===== config.mk =====
export PLATFORM = sky130hd
export DESIGN_NAME = rx_alarm_reg
export DESIGN_NICKNAME = d
export VERILOG_FILES = /design/src/rtl/rxa_pkg.sv /design/src/rtl/rxa_sticky.sv /design/src/rtl/rxa_change_det.sv /design/src/rtl/rxa_irq.sv /design/src/rtl/rx_alarm_reg.sv
export SDC_FILE = /design/constraint.sdc
export NUM_CORES = 1
export LEC_CHECK = 0
export BUFFER_PORTS_ARGS = -buffer_cell sky130_fd_sc_hd__buf_2
export CORE_MARGIN = 2
export CORE_UTILIZATION = 43
export CTS_CLUSTER_SIZE = 25
export DETAILED_ROUTE_END_ITERATION = 8
export HOLD_SLACK_MARGIN = 0.03
export PLACE_DENSITY = 0.86
export RECOVER_POWER = 25
export SLEW_MARGIN = 20
export SYNTH_ARGS = -nofsm -noshare
export SYNTH_HDL_FRONTEND = slang
export SYNTH_HIERARCHICAL = 1
export SYNTH_SLANG_ARGS = --single-unit

===== constraint.sdc =====
create_clock -name clk -period 1.4 [get_ports clk]
set_input_delay 0.14 -clock clk [delete_from_list [all_inputs] [get_ports clk]]
set_output_delay 0.14 -clock clk [all_outputs]
set_load 0.05 [all_outputs]

===== src/rtl/rxa_pkg.sv =====
package rxa_pkg;
   localparam int REG_W     = 8;
   localparam int N_LOL     = 3;
   localparam int B_MBOX    = 0;
   localparam int B_LOL_FRM = 1;
   localparam int B_LOL_CNT = 2;
   localparam int B_LOL_DSC = 3;
   localparam int B_COS     = 4;
   localparam int B_MISM    = 5;
   localparam int B_LCHG    = 6;
   localparam int B_RSV     = 7;
   localparam int N_STICKY  = B_LCHG - B_LOL_FRM + 1;
endpackage


===== src/rtl/rxa_sticky.sv =====
module rxa_sticky #(
   parameter int W = 6
) (
   input  logic         clk,
   input  logic         rst_n,
   input  logic [W-1:0] set_i,
   input  logic         clr_i,
   output logic [W-1:0] q_o
);
   logic [W-1:0] q;

   always_ff @(posedge clk) begin
      if (!rst_n) q <= '0;
      else        q <= set_i | (q & {W{~clr_i}});
   end

   assign q_o = q;
endmodule


===== src/rtl/rxa_change_det.sv =====
module rxa_change_det #(
   parameter int W = 8
) (
   input  logic         clk,
   input  logic         rst_n,
   input  logic [W-1:0] d_i,
   output logic         chg_o
);
   logic [W-1:0] prev;

   always_ff @(posedge clk) begin
      if (!rst_n) prev <= '0;
      else        prev <= d_i;
   end

   assign chg_o = (d_i != prev);
endmodule


===== src/rtl/rxa_irq.sv =====
module rxa_irq #(
   parameter int W          = 8,
   parameter bit REGISTERED = 1'b1
) (
   input  logic         clk,
   input  logic         rst_n,
   input  logic [W-1:0] stat_i,
   input  logic [W-1:0] en_i,
   output logic         irq_o
);
   logic any_en;
   assign any_en = |(stat_i & en_i);

   generate
      if (REGISTERED) begin : g_reg
         logic irq_q;
         always_ff @(posedge clk) begin
            if (!rst_n) irq_q <= 1'b0;
            else        irq_q <= any_en;
         end
         assign irq_o = irq_q;
      end else begin : g_comb
         assign irq_o = any_en;
      end
   endgenerate
endmodule


===== src/rtl/rx_alarm_reg.sv =====
module rx_alarm_reg #(
   parameter int LBL_W          = 8,
   parameter bit IRQ_REGISTERED = 1'b1
) (
   input  logic             clk,
   input  logic             rst_n,
   input  logic             lol_descr_i,
   input  logic             lol_cont_i,
   input  logic             lol_frame_i,
   input  logic [LBL_W-1:0] rx_label_i,
   input  logic [LBL_W-1:0] exp_label_i,
   input  logic             rd_stb_i,
   input  logic             rd_sel_i,
   input  logic [7:0]       irq_en_i,
   input  logic             mbox_full_i,
   output logic [7:0]       rd_data_o,
   output logic             irq_o
);
   import rxa_pkg::*;

   generate
      if (LBL_W < 1 || LBL_W > 32) begin : g_bad_lbl
         $error("rx_alarm_reg: LBL_W must be 1..32");
      end
      if (REG_W != 8) begin : g_bad_reg
         $error("rx_alarm_reg: register width must be 8");
      end
   endgenerate

   logic [N_LOL-1:0]    lol_vec;
   logic                lol_chg;
   logic                lbl_chg;
   logic                lbl_mism;
   logic                rd_clr;
   logic [N_STICKY-1:0] ev;
   logic [N_STICKY-1:0] sticky;
   logic [REG_W-1:0]    rd_val;

   // lol_vec order follows register bits 3..1
   assign lol_vec  = {lol_descr_i, lol_cont_i, lol_frame_i};
   assign lbl_mism = (rx_label_i != exp_label_i);
   assign rd_clr   = rd_stb_i & rd_sel_i;

   rxa_change_det #(.W(N_LOL)) u_lol_chg (
      .clk   (clk),
      .rst_n (rst_n),
      .d_i   (lol_vec),
      .chg_o (lol_chg)
   );

   rxa_change_det #(.W(LBL_W)) u_lbl_chg (
      .clk   (clk),
      .rst_n (rst_n),
      .d_i   (rx_label_i),
      .chg_o (lbl_chg)
   );

   // event vector packed as register bits 6..1
   assign ev = {lbl_chg, lbl_mism, lol_chg, lol_vec};

   rxa_sticky #(.W(N_STICKY)) u_sticky (
      .clk   (clk),
      .rst_n (rst_n),
      .set_i (ev),
      .clr_i (rd_clr),
      .q_o   (sticky)
   );

   always_comb begin
      rd_val                     = '0;
      rd_val[B_LCHG:B_LOL_FRM]   = sticky;
      rd_val[B_MBOX]             = mbox_full_i;
      rd_val[B_RSV]              = 1'b0;
   end

   assign rd_data_o = rd_val;

   rxa_irq #(.W(REG_W), .REGISTERED(IRQ_REGISTERED)) u_irq (
      .clk    (clk),
      .rst_n  (rst_n),
      .stat_i (rd_val),
      .en_i   (irq_en_i),
      .irq_o  (irq_o)
   );
endmodule


==> metrics.yaml, run 1 <==
hold_path:
  hold_path_depth: 2
  hp-class: "input pin to flip-flop"
routing:
  drtPass1Iterations: 2
  route.detailed.drc: 0
  vias_per_cell: 4.590
  first_iter_violations: 2
  wl_um: 1405
  final_antenna_net_count: 0
  route.vias.total: 661
  wl_per_cell_um: 9.757
cts:
  cts_max_level: 1
  clkSlewWorstSetupHoldPaths_ns: 0.10
  worstSkewPairLatency_ns: 0.28
  clockRootBuffer: "clkbuf_4"
  cts_setup_buffers: 0
  tritoncts: "done"
  post_cts_resized: 0
  clock-sinks: 18
  numCtsBuffers: 3
  cts_hold_buf: 0
  clockBufferDepth: 2
place:
  dp_slack_ns: 0.2607
  globalplace.congestion: 0.7180
  io_buffer_count: 39
  post-dp-hpwl_um: 1166
  postPlaceCellArea_um2: 1001
  dp_cells: 140
finish:
  post-route-cell-area_um2: 1036
  drive_above_1_share: 0.3697
  final_core_util: 0.6000
  final_nets: 152
  stdcell_count: 144
  num_antenna_cells: 0
  areaGrowthSynthToFinish_pct: 31.85
setup_path:
  max_stage_delay_ns: 0.32
  cp-end-kind: "flip-flop"
  critPathMaxFanout: 1
  cp_data_arrival_time_ns: 1.35
  critPathSlowestCell: "dfxtp_1"
  cp.required_ns: 1.59
  path_cells: "xor2_1 -> nor4_1 -> nand2_1 -> o21a_1"
  r2r_cells: 4
  startpoint_type: "flip-flop"
  worstSetupPathType: "flip-flop to flip-flop"
synth:
  ys_seq_area_frac: 0.4586
  yosys.cell_types.count: 15
  synthTopCellsByArea: "dfxtp_1 46%, xor2_1 18%, and2_1 8.0%"
  synth_top_area_cell: "dfxtp_1"
  yosysWarnings: 6
  netlist_area_um2: 785.8
  ys_ff_latch: 18
  synth.avg_cell_area_um2: 10.20
  synth.top_cell.area_share: 0.4586
  syn_inst: 77
sta:
  min_period_ns: 1.164
  hold_slack_ns: 0.09954
  maxSlewViolCount: 0
  grt_setup_unrepaired: "no"
  tightest_slew_ns: 0.6449
  fin_crit_sh: 0.8311
  hold_viol_final: 0
  finalSetupTns_ns: 0
  finClkSkew_ns: 0.0008331
  final.setup.worst_slack_ns: 0.2365
  finalSetupViolations: 0
  max-slew-margin-rel: 0.5701
  clock.fmax_mhz: 859.4
power:
  ir_worst_vdd_mv: 0.5400
  power_density_nw_per_um2: 1050
  power.leakage_nw: 0.4934
  power_mw: 1.088
floorplan:
  ios: 41
  dieWidth_um: 46.75
  die_y_um: 46.75
  initial_core_util: 0.4551
  core_area_um2: 1727
  row_count: 15
  die_area_um2: 2185
global_route:
  antenna_found_initial: 0
  grt_max_degree: 19
  grt_use_total: 0.1429
  first_global_vias: 601
  grt_pass1_wl_um: 2242
  grt_overflow: 0
status:
  outcome: "completed"
flow_run:
  cap_violations: 0
-- area by class of cell --
type,count,area (um2)
well taps,25,31.28
inverters,1,3.754
multi-input cells,57,410.4
flip-flops and latches,18,360.3
repair buffers,39,193.9
fillers,169,690.7
clock buffers,4,36.28
-- flip-flops by register name, summed over array words and instances (netlist names) --
| signal | cells |
|---|---|
| u_irq/irq_o | 1 |
| u_lbl_chg/prev | 8 |
| u_lol_chg/prev | 3 |
| u_sticky/q_o | 6 |
-- worst max-delay path: cells and delay by family, from the launching register on --
kind / cells / cell delay [ns]
xor gates and xnor gates: 1 / 0.15
DFF: 1 / 0.32
and+or+nand+nor: 2 / 0.41
AOI/OAI and AO/OA: 1 / 0.19
-- Yosys cell counts --
library cell,instances
conb_1,1
o21a_1,6
nor2b_1,6
buf_4,2
xor2_1,16
nand3_1,1
inv_1,1
and2_2,2
nand2_1,2
a41oi_1,1
xnor2_1,3
and2_1,10
nor4_1,4
dfxtp_1,18
a22oi_1,4
-- kinds of logic after synthesis --
logic type | synth area share
other cells | 0.004772
simple gates | 0.1943
flops | 0.4586
buf+inv | 0.02388
xor+xnor | 0.2118
compound gates | 0.1067
-- worst paths after layout --
kind                     end         startpoint  slack (ns)
max          u_sticky/q_o[5]  u_lbl_chg/prev[5]        0.24
min reg2reg  u_sticky/q_o[3]  u_lol_chg/prev[0]        0.60
min          u_sticky/q_o[0]        lol_frame_i         0.1
max reg2reg  u_sticky/q_o[5]  u_lbl_chg/prev[5]        0.24
-- cells in the final DEF (no fill, tap or decap), drive strengths merged --
cell type  synthesis  routed
nor4               4       4
nand2              2       2
dfxtp             18      18
clkbuf             0       5
xnor2              3       3
nor2b              6       6
o21a               6       6
conb               1       2
and2              12      12
inv                1       1
nand3              1       1
xor2              16      16
a41oi              1       1
a22oi              4       4
buf                2      38
-- routing by layer --
metal | vias up | track usage | routed length [um]
li1 | 336 | - | -
met4 | 0 | 0.05000 | 0
met2 | 34 | 0.2611 | 642
met5 | - | 0 | 0
met1 | 291 | 0.1690 | 630
met3 | 0 | 0.02308 | 132
-- power by group --
group / internal (mW) / leakage [nW] / switching (mW)
registers: 0.543 / 0.151 / 0.0148
clock network: 0.158 / 0.0210 / 0.149
logic: 0.0943 / 0.322 / 0.129
total: 0.795 / 0.493 / 0.292
No activity file was read; power rests on OpenSTA's default activity.
==> run 2: changes to the inputs <==
ABC_AREA = 1   (was unset)
CORE_UTILIZATION = 45   (was 43)
clock period = 1.12 ns   (was 1.4 ns; I/O delays follow)
==> run 2 against run 1 <==
Net effect: flip-flop and latch count stayed put; non-clock buffer count stayed put; sequential power is 25% higher; clock power is 29% higher; largest power group unchanged.
==> metrics.yaml, run 2 <==
status:
  outcome: "completed"
finish:
  largest_reg_flops: 8
  final_common_cell: "nand2_1"
  final_cell_mix: "64 x nand2_1, 38 x buf_2, 36 x inv_1"
  post-route-cell-area_um2: 1170
  num_antenna_cells: 0
  final_nets: 222
  drive_above_1_share: 0.2275
  regMostFlops: "u_lbl_chg/prev"
  areaGrowthSynthToFinish_pct: 26.87
floorplan:
  dieWidth_um: 49.27
  die_y_um: 49.27
  row_count: 16
  die_area_um2: 2427
  ios: 41
  core_area_um2: 1942
  initial_core_util: 0.4749
sta:
  tightest_slew_ns: 0.5749
  finClkSkew_ns: 0.004226
  max-slew-margin-rel: 0.6167
  finalSetupTns_ns: 0
  fin_crit_sh: 0.9316
  final.setup.worst_slack_ns: 0.07661
  finalSetupViolations: 0
  min_period_ns: 1.043
  hold_viol_final: 0
  maxSlewViolCount: 0
  grt_setup_unrepaired: "no"
  clock.fmax_mhz: 958.4
  hold_slack_ns: 0.04358
routing:
  vias_per_cell: 4.069
  drtPass1Iterations: 4
  route.detailed.drc: 0
  wl_um: 1696
  route.vias.total: 879
  final_antenna_net_count: 0
  wl_per_cell_um: 7.852
  first_iter_violations: 11
cts:
  post_cts_resized: 0
  numCtsBuffers: 3
  worstSkewPairLatency_ns: 0.29
  tritoncts: "done"
  cts_hold_buf: 0
  clockBufferDepth: 2
  clock-sinks: 18
  cts_setup_buffers: 0
  cts_max_level: 1
  clkSlewWorstSetupHoldPaths_ns: 0.10
  clockRootBuffer: "clkbuf_4"
place:
  postPlaceCellArea_um2: 1135
  post-dp-hpwl_um: 1364
  dp_slack_ns: 0.2314
  io_buffer_count: 39
  globalplace.congestion: 0.7302
synth:
  ys_seq_area_frac: 0.3908
  ys_ff_latch: 18
  netlist_area_um2: 922.1
  synthTopCellsByArea: "dfxtp_1 39%, nand2_1 26%, inv_1 15%"
  syn_inst: 148
  yosysWarnings: 6
  async_reset_ff_frac: 0
  synth.avg_cell_area_um2: 6.231
  synth_edf_count: 0
  synth.top_cell.area_share: 0.3908
  yosys.cell_types.count: 11
  synth_top_area_cell: "dfxtp_1"
  ys.flop_type: "dfxtp_1"
  yosysMostFrequentCell: "nand2_1"
  synth_common_cells: "64 x nand2_1, 36 x inv_1, 18 x dfxtp_1, 11 x xnor2_1, 7 x a21oi_1"
global_route:
  first_global_vias: 815
  grt_pass1_wl_um: 2980
  grt_overflow: 0
  grt_max_degree: 14
  antenna_found_initial: 0
  grt_use_total: 0.1595
setup_path:
  path_cells: "buf_2"
  critPathSlowestCell: "dfxtp_1"
  startpoint: "u_sticky/q_o[5]"
  worstSetupPathType: "flip-flop to output pin"
  max_stage_delay_ns: 0.37
  cp.buffers_inverters: 1
  rr_endpoint: "u_sticky/q_o[5]"
  r2r_cells: 6
  r2r_slack_ns: 0.22
  cp.required_ns: 1.01
  path_depth: 1
  crit_end: "rd_data_o[6]"
  critPathMaxFanout: 3
  cp_data_arrival_time_ns: 0.93
  r2r-start: "u_lbl_chg/prev[7]"
  cp-end-kind: "output pin"
  startpoint_type: "flip-flop"
  crit_family: "flip-flops"
hold_path:
  hp-class: "input pin to flip-flop"
  hold_path_depth: 3
power:
  power.leakage_nw: 0.7612
  power_density_nw_per_um2: 1204
  power_mw: 1.409
  ir_worst_vdd_mv: 0.7701
flow_run:
  cap_violations: 0
[run 2: changes by cell type after synthesis, sizes merged]
cell,delta
inv,+36
nor2b,-6
nor4,-4
a21oi,+7
and2,-12
buf,+1
a41oi,-1
xor2,-16
xnor2,+8
nand2,+62
o21a,-6
nor2,+6
a22oi,-4
[run 2: how the worst min path moves through the flow]
stage	to	startpoint	slack (ns)
floorplan	u_lbl_chg/prev[0]	rx_label_i[0]	0.21
global placement	u_lol_chg/prev[0]	lol_frame_i	0.34
detailed placement	u_lol_chg/prev[1]	lol_cont_i	0.34
CTS	u_lbl_chg/prev[0]	rx_label_i[0]	0.03
global route	u_lol_chg/prev[0]	lol_frame_i	0.04
finish	u_lbl_chg/prev[0]	rx_label_i[0]	0.04
[run 2: cells by family (layout without fill, tap and decap cells)]
kind of cell    Yosys count  in the layout  share of synthesized area
simple gates             71             71                     0.2904
compound gates            7              7                    0.03799
xor+xnor                 11             11                     0.1045
flops                    18             18                     0.3908
buf+inv                  40             80                     0.1723
other cells               1              2                   0.004067
[run 2: layout make-up]
type	instances	area, um2
clock buffer	4	36.28
timing repair buffer	39	193.9
multi-input combinational	91	406.6
inverter	37	138.9
tap	27	33.78
fill	201	772.0
sequential	18	360.3
[run 2: metal layers]
layer | share of wire | global-route usage | wire (um) | vias up
li1 | - | - | - | 493
met1 | 0.46 | 0.1594 | 786 | 369
met2 | 0.49 | 0.2995 | 835 | 15
met3 | 0.032 | 0.02761 | 54 | 2
met4 | 0.011 | 0.1000 | 19 | 0
met5 | 0 | 0 | 0 | -
[run 2: metrics by stage]
| stage | util | cells |
|---|---|---|
| floorplan | - | 149 |
| global placement | 0.5844 | 212 |
| detailed placement | 0.5844 | 212 |
| CTS | 0.6031 | 216 |
| global route | 0.6024 | 216 |
| finish | 0.6024 | 216 |
[run 2: power by group]
| part | internal [mW] | total [mW] | switching [mW] |
|---|---|---|---|
| clock network | 0.198 | 0.396 | 0.198 |
| logic | 0.121 | 0.315 | 0.194 |
| registers | 0.679 | 0.698 | 0.0193 |
| total | 0.997 | 1.41 | 0.411 |
